$ cat src/rtl/scsi_dma_pkg.sv
package scsi_dma_pkg;

   localparam int unsigned CORE_AW = 4;
   localparam int unsigned DW      = 32;

   typedef enum logic [2:0] {
      RI_CMD   = 3'd0,
      RI_SCNT  = 3'd1,
      RI_SADR  = 3'd2,
      RI_SDESC = 3'd3,
      RI_WCNT  = 3'd4,
      RI_WADR  = 3'd5,
      RI_STAT  = 3'd6,
      RI_WDESC = 3'd7
   } reg_idx_e;

   typedef enum logic [1:0] {
      OP_IDLE  = 2'd0,
      OP_FLUSH = 2'd1,
      OP_ABORT = 2'd2,
      OP_START = 2'd3
   } chan_op_e;

   localparam int unsigned CB_DIR     = 7;
   localparam int unsigned CB_IE_DONE = 6;
   localparam int unsigned CB_IE_CORE = 5;

   localparam int unsigned SB_ERR  = 1;
   localparam int unsigned SB_ABT  = 2;
   localparam int unsigned SB_DONE = 3;
   localparam int unsigned SB_CORE = 4;
   localparam int unsigned STAT_W  = 6;

   localparam int unsigned CTL_W1C = 24;

   localparam logic [DW-1:0] WADR_RST  = 32'hFFFF_FFFF;
   localparam logic [DW-1:0] WDESC_RST = 32'hFFFF_FFFD;

endpackage

$ cat src/rtl/scsi_dma_lane.sv
module scsi_dma_lane
   import scsi_dma_pkg::*;
(
   input  logic [1:0]    off,
   input  logic [1:0]    size,
   input  logic [DW-1:0] wdata,
   input  logic [DW-1:0] cur,
   output logic [DW-1:0] merged,
   output logic [DW-1:0] rdata
);
   logic [4:0]    shamt;
   logic [DW-1:0] szmask;
   logic [DW-1:0] lane_mask;

   always_comb begin
      shamt = {off, 3'b000};
      case (size)
         2'd0:    szmask = 32'h0000_00FF;
         2'd1:    szmask = 32'h0000_FFFF;
         default: szmask = 32'hFFFF_FFFF;
      endcase
      lane_mask = szmask << shamt;
      merged    = (((wdata & szmask) << shamt) & lane_mask) | (cur & ~lane_mask);
      rdata     = (cur >> shamt) & szmask;
   end
endmodule

$ cat src/rtl/scsi_dma_xfer.sv
module scsi_dma_xfer
   import scsi_dma_pkg::*;
#(
   parameter int unsigned LEN_W = 16
) (
   input  logic             clk,
   input  logic             rst_n,
   input  logic             valid,
   input  logic             ready,
   input  logic             dir,
   input  logic             cmd_dir,
   input  logic [LEN_W-1:0] req_len,
   input  logic [DW-1:0]    wcnt,
   output logic             accept,
   output logic [LEN_W-1:0] glen,
   output logic [DW-1:0]    remaining
);
   logic [DW-1:0]    req_ext;
   logic [LEN_W-1:0] clamp;

   always_comb begin
      accept    = valid && ready && (dir == cmd_dir);
      req_ext   = DW'(req_len);
      clamp     = (wcnt < req_ext) ? wcnt[LEN_W-1:0] : req_len;
      glen      = accept ? clamp : '0;
      remaining = wcnt - DW'(glen);
   end

   // a direction mismatch never yields a grant
   assert_reject_dir_R5: assert property (@(posedge clk) disable iff (!rst_n)
      (valid && (dir != cmd_dir)) |-> (glen == '0));

   // a grant never exceeds the count left
   assert_grant_bound_R4: assert property (@(posedge clk) disable iff (!rst_n)
      accept |-> (DW'(glen) <= wcnt));
endmodule

$ cat src/rtl/scsi_dma_regs.sv
module scsi_dma_regs
   import scsi_dma_pkg::*;
#(
   parameter int unsigned IO_AW        = 8,
   parameter int unsigned LEN_W        = 16,
   parameter bit          STRICT_READY = 1'b1
) (
   input  logic               clk,
   input  logic               rst_n,
   input  logic [IO_AW-1:0]   io_addr,
   input  logic [1:0]         io_size,
   input  logic               io_wr,
   input  logic               io_rd,
   input  logic [DW-1:0]      io_wdata,
   output logic [DW-1:0]      io_rdata,
   output logic [CORE_AW-1:0] core_addr,
   output logic               core_wr,
   output logic               core_rd,
   output logic [DW-1:0]      core_wdata,
   input  logic [DW-1:0]      core_rdata,
   input  logic               core_irq,
   input  logic               core_cmd_done,
   output logic               chan_en,
   output logic               abort_req,
   input  logic               xfer_valid,
   input  logic               xfer_dir,
   input  logic [LEN_W-1:0]   xfer_len,
   output logic               xfer_ready,
   output logic [LEN_W-1:0]   xfer_grant,
   output logic [DW-1:0]      xfer_addr,
   output logic               irq
);
   localparam logic [IO_AW-1:0] DMA_LO = IO_AW'(8'h40);
   localparam logic [IO_AW-1:0] DMA_HI = IO_AW'(8'h60);
   localparam logic [IO_AW-3:0] CTL_WI = (IO_AW-2)'(8'h70 >> 2);

   generate
      if (IO_AW < 7) begin : g_bad_aw
         $error("IO_AW must cover the 0x70 control word");
      end
      if (LEN_W < 1 || LEN_W > DW) begin : g_bad_len
         $error("LEN_W must lie between 1 and the data width");
      end
   endgenerate

   logic [7:0]        cmd_q;
   logic [DW-1:0]     scnt_q, sadr_q, sdesc_q;
   logic [DW-1:0]     wcnt_q, wadr_q, wdesc_q;
   logic [STAT_W-1:0] stat_q;
   logic [DW-1:0]     ctl_q;

   logic     in_core, in_dma, in_ctl;
   reg_idx_e idx;
   logic [DW-1:0] cur_word, merged, lane_rdata;

   always_comb begin
      in_core = io_addr < DMA_LO;
      in_dma  = (io_addr >= DMA_LO) && (io_addr < DMA_HI);
      in_ctl  = io_addr[IO_AW-1:2] == CTL_WI;
      idx     = reg_idx_e'(io_addr[4:2]);
      cur_word = '0;
      if (in_core) begin
         cur_word = core_rdata;
      end else if (in_dma) begin
         case (idx)
            RI_CMD:   cur_word = DW'(cmd_q);
            RI_SCNT:  cur_word = scnt_q;
            RI_SADR:  cur_word = sadr_q;
            RI_SDESC: cur_word = sdesc_q;
            RI_WCNT:  cur_word = wcnt_q;
            RI_WADR:  cur_word = wadr_q;
            RI_STAT: begin
               cur_word = DW'(stat_q);
               cur_word[SB_CORE] = stat_q[SB_CORE] | core_irq;
            end
            default:  cur_word = wdesc_q;
         endcase
      end else if (in_ctl) begin
         cur_word = ctl_q;
      end
   end

   scsi_dma_lane u_lane (
      .off    (io_addr[1:0]),
      .size   (io_size),
      .wdata  (io_wdata),
      .cur    (cur_word),
      .merged (merged),
      .rdata  (lane_rdata)
   );

   assign io_rdata   = io_rd ? lane_rdata : '0;
   assign core_addr  = io_addr[5:2];
   assign core_wr    = io_wr && in_core;
   assign core_rd    = io_rd && in_core;
   assign core_wdata = merged;

   logic     dma_wr, cmd_wr, start_hit, stat_rd, stat_wr;
   chan_op_e op;

   always_comb begin
      dma_wr    = io_wr && in_dma;
      cmd_wr    = dma_wr && (idx == RI_CMD);
      op        = chan_op_e'(merged[1:0]);
      start_hit = cmd_wr && (op == OP_START);
      stat_rd   = io_rd && in_dma && (idx == RI_STAT);
      stat_wr   = dma_wr && (idx == RI_STAT);
   end

   generate
      if (STRICT_READY) begin : g_ready_gated
         assign xfer_ready = chan_en;
      end else begin : g_ready_open
         assign xfer_ready = 1'b1;
      end
   endgenerate

   logic             x_accept;
   logic [LEN_W-1:0] x_glen;
   logic [DW-1:0]    x_rem;

   scsi_dma_xfer #(.LEN_W(LEN_W)) u_xfer (
      .clk       (clk),
      .rst_n     (rst_n),
      .valid     (xfer_valid),
      .ready     (xfer_ready),
      .dir       (xfer_dir),
      .cmd_dir   (cmd_q[CB_DIR]),
      .req_len   (xfer_len),
      .wcnt      (wcnt_q),
      .accept    (x_accept),
      .glen      (x_glen),
      .remaining (x_rem)
   );

   assign xfer_grant = x_glen;
   assign xfer_addr  = wadr_q;

   always_ff @(posedge clk) begin
      if (!rst_n) begin
         cmd_q     <= '0;
         scnt_q    <= '0;
         sadr_q    <= '0;
         sdesc_q   <= '0;
         wcnt_q    <= '0;
         wadr_q    <= WADR_RST;
         wdesc_q   <= WDESC_RST;
         stat_q    <= '0;
         ctl_q     <= '0;
         chan_en   <= 1'b0;
         abort_req <= 1'b0;
      end else begin
         abort_req <= 1'b0;
         if (dma_wr) begin
            case (idx)
               RI_SCNT:  scnt_q  <= merged;
               RI_SADR:  sadr_q  <= merged;
               RI_SDESC: sdesc_q <= merged;
               default:  ;
            endcase
         end
         if (io_wr && in_ctl) ctl_q <= merged;
         if (stat_rd && !ctl_q[CTL_W1C]) begin
            stat_q[SB_ERR]  <= 1'b0;
            stat_q[SB_ABT]  <= 1'b0;
            stat_q[SB_DONE] <= 1'b0;
         end
         if (stat_wr && ctl_q[CTL_W1C]) begin
            if (merged[SB_ERR])  stat_q[SB_ERR]  <= 1'b0;
            if (merged[SB_ABT])  stat_q[SB_ABT]  <= 1'b0;
            if (merged[SB_DONE]) stat_q[SB_DONE] <= 1'b0;
         end
         if (x_accept) begin
            wcnt_q <= x_rem;
            wadr_q <= wadr_q + DW'(x_glen);
            if (x_rem == '0) stat_q[SB_DONE] <= 1'b1;
         end
         if (core_cmd_done) begin
            wcnt_q          <= '0;
            stat_q[SB_DONE] <= 1'b1;
         end
         if (cmd_wr) begin
            cmd_q <= merged[7:0];
            case (op)
               OP_IDLE:  chan_en   <= 1'b0;
               OP_ABORT: abort_req <= 1'b1;
               OP_START: begin
                  wcnt_q  <= scnt_q;
                  wadr_q  <= sadr_q;
                  wdesc_q <= sdesc_q;
                  stat_q  <= '0;
                  chan_en <= 1'b1;
               end
               default:  ;
            endcase
         end
      end
   end

   assign irq = (stat_q[SB_DONE] && cmd_q[CB_IE_DONE]) || (core_irq && cmd_q[CB_IE_CORE]);

   assert_start_load_R2: assert property (@(posedge clk) disable iff (!rst_n)
      start_hit |=> (chan_en && (wcnt_q == $past(scnt_q)) && (wadr_q == $past(sadr_q))));

   assert_count_step_R4: assert property (@(posedge clk) disable iff (!rst_n)
      (x_accept && !start_hit && !core_cmd_done) |=>
         (wcnt_q == $past(wcnt_q) - DW'($past(xfer_grant))));

   assert_cmd_done_R6: assert property (@(posedge clk) disable iff (!rst_n)
      (core_cmd_done && !start_hit) |=> (stat_q[SB_DONE] && (wcnt_q == '0)));

   assert_read_clear_R8: assert property (@(posedge clk) disable iff (!rst_n)
      (stat_rd && !ctl_q[CTL_W1C] && !x_accept && !core_cmd_done && !io_wr) |=>
         (stat_q[3:1] == 3'b000));

   assert_abort_pulse_R3: assert property (@(posedge clk) disable iff (!rst_n)
      abort_req |=> !abort_req);
endmodule

$ cat config.mk
export PLATFORM = sky130hd
export DESIGN_NAME = scsi_dma_regs
export DESIGN_NICKNAME = d
export VERILOG_FILES = /design/src/rtl/scsi_dma_pkg.sv /design/src/rtl/scsi_dma_lane.sv /design/src/rtl/scsi_dma_xfer.sv /design/src/rtl/scsi_dma_regs.sv
export SDC_FILE = /design/constraint.sdc
export NUM_CORES = 1
export LEC_CHECK = 0
export ABC_AREA = 1
export ABC_CLOCK_PERIOD_IN_PS = 4300
export BUFFER_PORTS_ARGS = -buffer_cell sky130_fd_sc_hd__buf_4
export CORE_UTILIZATION = 61
export CTS_BUF_LIST = sky130_fd_sc_hd__clkbuf_4
export CTS_CLUSTER_DIAMETER = 60
export DETAILED_ROUTE_END_ITERATION = 16
export PLACE_DENSITY = 0.83
export SYNTH_ARGS = -nofsm -noshare
export SYNTH_HDL_FRONTEND = slang
export SYNTH_HIERARCHICAL = 1
export SYNTH_SLANG_ARGS = --single-unit
$ cat constraint.sdc
create_clock -name clk -period 4.3 [get_ports clk]
set_input_delay 0.645 -clock clk [delete_from_list [all_inputs] [get_ports clk]]
set_output_delay 0.645 -clock clk [all_outputs]
set_load 0.02 [all_outputs]
; ---- Yosys cells after proc, flatten, opt, wreduce, memory -nomap -nowiden
; Index checks and enable logic that the tools add are counted.
[word_totals]
output_inout_bits = 122
ff_bits = 237
[op_classes]
shifts = 3
bitwise_logic = 6
order_cmp = 4
addsub = 2
n_reduce_logical = 28
mux = 27
eq_ne = 11
[ops]
columns = op, count
row1 = $mux W32, 11
row2 = $pmux W32 S7, 1
row3 = $and A32 B32 Y32, 4
row4 = $pmux W32 S2, 1
row5 = $shl A32 B5 Y32, 2
row6 = $add A32 B16 Y32, 1
row7 = $logic_not A32 Y1, 1
row8 = $lt A32 B16 Y1, 1
row9 = $mux W16, 2
row10 = $not A32 Y32, 1
row11 = $or A32 B32 Y32, 1
row12 = $shr A32 B5 Y32, 1
row13 = $sub A32 B16 Y32, 1
row14 = $lt A8 B7 Y1 const B, 2
row15 = $logic_and A1 B1 Y1, 15
row16 = $reduce_and A2 Y1, 6
row17 = $eq A3 B3 Y1 const B, 3
row18 = $ge A8 B7 Y1 const B, 1
row19 = $mux W4, 2
row20 = $mux W1, 7
row21 = $eq A3 B2 Y1 const B, 2
row22 = $eq A6 B5 Y1 const B, 1
row23 = $mux W3, 2
row24 = $eq A2 B2 Y1 const B, 2
row25 = 9 further kinds, 10

; ---- Depth between registers and ports, before layout
[logic_depth]
ltp_word = 13
ltp_mapped = 33
depth_no_buf = 32

; ---- By module
; Netlist, hierarchy kept.
[modules_own_cells]
columns = module, instances, area_each_um2, cells_each, seq_area_each_um2
row1 = scsi_dma_regs, 1, 12826.1, 2036, 4744.6
row2 = scsi_dma_xfer, 1, 2565.0, 500, 0.0
row3 = scsi_dma_lane, 1, 1440.1, 311, 0.0

; ---- Worst setup path before layout
; Ideal clock, no wire load.
[synth_timing]
path_type = in2reg
from = input port xfer_len[5]
to = register stat_q[3]
cell_stages = 28
setup_time_ns = 0.056
path_buffers = 1
t_arrival_ns = 4.016
setup_slack_ns = 0.229
path_cell_list = inv_1 > ha_1 > a21oi_1 > nor2_1 > nor3_1 > nand2_1 > nand2_1 > buf_2 > a21oi_1 > nor2_1 > ha_1 > inv_1 > fa_1 > nand3_1 > nand2_1 > nand2_1 > nand2_1 > nand2_1 > nand2_1 > nand2_1 > nand2_1 > nand2_1 > nand2_1 > nor4_1 > nand4_1 > nand3_1 > nand2_1 > inv_1
[synth_between]
elab_chain_len = 10
[synth_rtl]
columns = element, line
row1 = start: declaration, scsi_dma_regs.sv:27  ; input logic [LEN_W-1:0] xfer_len,
row2 = $lt A32 B16 Y1 *, scsi_dma_xfer.sv:24  ; clamp = (wcnt < req_ext) ? wcnt[LEN_W-1:0] : req_len;
row3 = $mux W16 *, scsi_dma_xfer.sv:24
row4 = $mux W16 *, scsi_dma_xfer.sv:25  ; glen = accept ? clamp : '0;
row5 = net xfer_grant[0], scsi_dma_regs.sv:29  ; output logic [LEN_W-1:0] xfer_grant,
row6 = $sub A32 B16 Y32 *, scsi_dma_xfer.sv:26  ; remaining = wcnt - DW'(glen);
row7 = net x_rem[20], scsi_dma_regs.sv:120  ; logic [DW-1:0] x_rem;
row8 = $logic_not A32 Y1 *, scsi_dma_regs.sv:176  ; if (x_rem == '0) stat_q[SB_DONE] <= 1'b1;
row9 = $mux W1 *, scsi_dma_regs.sv:176
row10 = $mux W1 *, scsi_dma_regs.sv:173  ; if (x_accept) begin
row11 = $mux W1 *, scsi_dma_regs.sv:178  ; if (core_cmd_done) begin
row12 = $mux W4, scsi_dma_regs.sv:184  ; case (op)
row13 = $mux W4 *, scsi_dma_regs.sv:182  ; if (cmd_wr) begin
row14 = end signal: indexed assignment, scsi_dma_regs.sv:171  ; if (merged[SB_DONE]) stat_q[SB_DONE] <= 1'b0;
row15 = end signal: indexed assignment, scsi_dma_regs.sv:176
row16 = end signal: indexed assignment, scsi_dma_regs.sv:180  ; stat_q[SB_DONE] <= 1'b1;
row17 = end: declaration, scsi_dma_regs.sv:49  ; logic [STAT_W-1:0] stat_q;
; The timed path passes the listed nets; every way through them passes the cells marked *.
; A chain may end at the register's enable or synchronous reset.

; ---- Worst setup path after layout
[layout_timing]
from = input port io_addr[4]
to = output port io_rdata[5]
[layout_between]
elab_chain_len = 7
[layout_rtl]
columns = element, line
row1 = start: declaration, scsi_dma_regs.sv:10  ; input logic [IO_AW-1:0] io_addr,
row2 = "$ge A8 B7 Y1, or another cell as far along", scsi_dma_regs.sv:58  ; in_dma = (io_addr >= DMA_LO) && (io_addr < DMA_HI);
row3 = "$logic_and A1 B1 Y1, or another cell as far along", scsi_dma_regs.sv:58
row4 = $mux W32, scsi_dma_regs.sv:64  ; end else if (in_dma) begin
row5 = $mux W32 *, scsi_dma_regs.sv:62  ; if (in_core) begin
row6 = net cur_word[29], scsi_dma_regs.sv:54  ; logic [DW-1:0] cur_word, merged, lane_rdata;
row7 = $shr A32 B5 Y32 *, scsi_dma_lane.sv:24  ; rdata = (cur >> shamt) & szmask;
row8 = $and A32 B32 Y32 *, scsi_dma_lane.sv:24
row9 = net lane_rdata[5], scsi_dma_regs.sv:54
row10 = $mux W32 *, scsi_dma_regs.sv:92  ; assign io_rdata = io_rd ? lane_rdata : '0;
row11 = end: declaration, scsi_dma_regs.sv:15  ; output logic [DW-1:0] io_rdata,
; Marks and branches as above.

==> summary.txt <==
Status
  – Outcome: completed

Synthesis
  – Post-Synthesis Cell Area: 16830 um2
  – Fraction of the yosys area taken by sequential cells: 28.19%
  – Ys Warns: 6
  – Most frequent cells after synthesis: nand2_1, nor2_1, inv_1, o21ai_0, dfxtp_1
  – Post-synth EDFFs: 0
  – Largest cells by area after synthesis: dfxtp_1, nand2_1, nor2_1
  – Number of library cell types mapped by synthesis: 46
  – Yosys reg bits: 237
  – Largest area contributor in the synthesized netlist: dfxtp_1
  – Top_reg_cell synth: dfxtp_1
  – Leading cell type by number of instances after synthesis: nand2_1
  – Post-synth top area share: 28.19%
  – Number of standard cells after synthesis: 2847
  – Mean post-synth cell area: 5.912 um2
  – Async set-or-reset flop fraction in the synthesized netlist: 0%
  – Total nets after synthesis: 2996

Routing
  – Routed wire length: 67.32 mm
  – Pre-Repair DR Iteration Count: 6
  – Detailed-route via count: 20.94k
  – Initial detailed-routing violation count: 3096
  – Number of antenna-violating nets in the routed design: 0
  – Detailed-route DRC error count: 0
  – Average via count per standard cell: 6.067
  – Routed WL per cell: 19.51 um

Clocking
  – Number of sinks on the clock net: 237
  – Setup fix buffers added after clock tree synthesis: 0
  – Buffers from clock root to sink, at most: 3
  – TritonCTS clock tree: yes
  – Htree depth: 3
  – Number of buffers created by CTS: 66
  – Clock Latency Late Sink: 0.71 ns
  – Root cell of the clock tree: clkbuf_4
  – Clk pin slew, worst setup/hold paths: 0.07 ns
  – Number of buffers inserted by hold repair at cts: 0
  – Post-cts repair resize count: 0

Power and ir drop
  – Worst vdd ir: 0.1825 mV
  – Overall power of the completed layout: 5.281 mW
  – Leakage power figure: 10.36 nW
  – Power density of the placed cells: 268.2 nW/um2

Timing
  – Tightest Pin Transition: 0.8607 ns
  – Total negative setup slack: 0 ns
  – Finish-stage setup viols: 0
  – Max-slew violations: 0
  – Maximum clock frequency: 247.6 MHz
  – Final-layout worst hold slack: 0.4710 ns
  – Skew final: 0.05751 ns
  – Worst-case headroom to the max-slew limit: 42.62%
  – Min setup slack post-route: 0.2610 ns
  – RSZ-0062 raised after global routing: false
  – Final Critical Period: 4.039 ns
  – Share of the clock period used by the worst path after layout: 93.93%
  – Total count of hold-check failures in the final report: 0

Finish
  – Core Util, Final: 72.86%
  – Layout cells sized above 1: 14.92%
  – Final Net Count: 3208
  – Fill cell count: 2323
  – Area added between synthesis and finish: 16.99%

Placement
  – Count of buffers inserted at the top-level ports: 219
  – Half-perimeter wire length of the detailed placement result: 50.22 mm
  – Routability Congestion: 1.066
  – Pre-CTS worst setup slack: 0.1008 ns

Setup path
  – Crit Path Max Fanout: 17
  – Setup crit end kind: output pin
  – Number of cells traversed by the worst register-to-register path: 26
  – Required time of the critical path: 3.65 ns
  – Startpoint kind of the worst setup timing path: primary input
  – Reg-to-reg endpoint: stat_q[3]
  – Type of the setup path with the least slack: in -> out
  – Startpoint of the lowest-slack register-to-register path: wcnt_q[5]
  – Arrival time of the worst setup path: 3.39 ns
  – Setup slack on the worst flop-to-flop path: 0.38 ns

Min path
  – Cell depth of the worst min-delay path: 2
  – Worst Hold Endpoint: wdesc_q[1]
  – Launch point of the worst hold path: wdesc_q[1]
  – Min-Delay Path Class: reg -> reg

Global routing
  – First-pass GRT wire length: 104.1 mm
  – GRT Overall Usage: 46.96%
  – Initial antenna violation count: 1
  – Vias in the first global route: 19.25k
  – Pin count of the biggest net entering global routing: 213
  – Remaining global-route overflow: 0

Die
  – Cell row count: 60
  – Boundary Pins: 220
  – DIE HEIGHT: 168.1 um
  – Full die area: 28260 um2
  – Placeable core region: 27030 um2
  – Width of the chip: 168.1 um
  – Initial core utilization: 62.28%

Run
  – Max capacitance violation total: 0
-- layout make-up --
cell class	count	area [um2]	area share, %
flip-flops and latches	237	4745	24.09
clock inverters	24	237.7	1.207
clock buffers	94	705.7	3.584
diodes	1	2.502	0.01271
well taps	341	426.7	2.167
repair buffers	295	2290	11.63
multi-input cells	2174	10210	51.84
inverters	285	1077	5.471
-- power by group --
| group | internal, mW | switching, mW |
|---|---|---|
| clock network | 1.32 | 1.03 |
| registers | 2.21 | 0.00970 |
| logic | 0.235 | 0.482 |
| total | 3.76 | 1.52 |
-- routing by layer --
metal	GRT usage, %	part of all wire, %	vias to the layer above
met3	9.567	13	276
met2	72.84	42	1671
met5	0	0	-
met1	60.81	38	9372
met4	27.00	6.1	0
li1	-	-	9619
-- worst max-delay path, stage by stage --
cell,delay (ns)
buf_4,0.14
inv_1,0.12
nand3_1,0.17
inv_1,0.59
nand2_1,0.18
nand2_1,0.14
a21oi_1,0.06
nand4_1,0.20
nand2_1,0.09
nand3_1,0.16
inv_1,0.11
nand2_1,0.06
o21ai_0,0.23
o21ai_1,0.21
nand2_1,0.07
inv_1,0.06
buf_4,0.13
-- sequential cells by signal, summed over array words and instances (netlist names) --
name / count
abort_req: 1
chan_en: 1
cmd_q: 8
ctl_q: 32
sadr_q: 32
scnt_q: 32
sdesc_q: 32
stat_q: 3
wcnt_q: 32
wdesc_q: 32
xfer_addr: 32
-- worst max path at each step --
stage / slack, ns / end / depth (start not counted) / start
final: 0.26 / io_rdata[5] / 17 / io_addr[4]
after floorplan: 0.23 / stat_q[3] / 28 / xfer_len[5]
after global placement: 0.14 / stat_q[3] / 30 / xfer_len[15]
after CTS: 0.46 / io_rdata[5] / 17 / io_addr[4]
after detailed placement: 0.10 / stat_q[3] / 30 / xfer_len[15]
after global routing: 0.004 / stat_q[3] / 27 / wcnt_q[5]
-- cells in the final DEF, fill, tap and decap left out, drive strengths merged, types with 9 or more instances in the layout --
cell / count
a21oi: 154
or2: 9
o21ai: 303
inv: 285
nand3: 233
o2111ai: 9
dfxtp: 237
clkbuf: 94
nor3: 27
clkinv: 19
ha: 49
buf: 295
a22oi: 9
xor2: 17
nand4: 42
nand2: 842
o211ai: 17
nor2: 434
-- logic make-up (layout without fill, tap and decap cells) --
kind of cell,after synthesis,in the layout,synth area share [%]
AO/OA/AOI/OAI,500,500,15.68
XOR/XNOR,18,18,0.9367
adder cells (fa/ha/maj),51,51,3.880
buffers and inverters,436,698,11.25
flip-flops,237,237,28.19
other,0,1,0
AND/OR/NAND/NOR,1605,1605,40.06
-- through the flow --
step | cells | cell area [um2]
after CTS | 3450 | 19690
after global routing | 3451 | 19690
final | 3451 | 19690
after global placement | 3332 | 18750
after detailed placement | 3332 | 18750
after floorplan | 2847 | 16830
No activity file was read; power rests on OpenSTA's default activity.
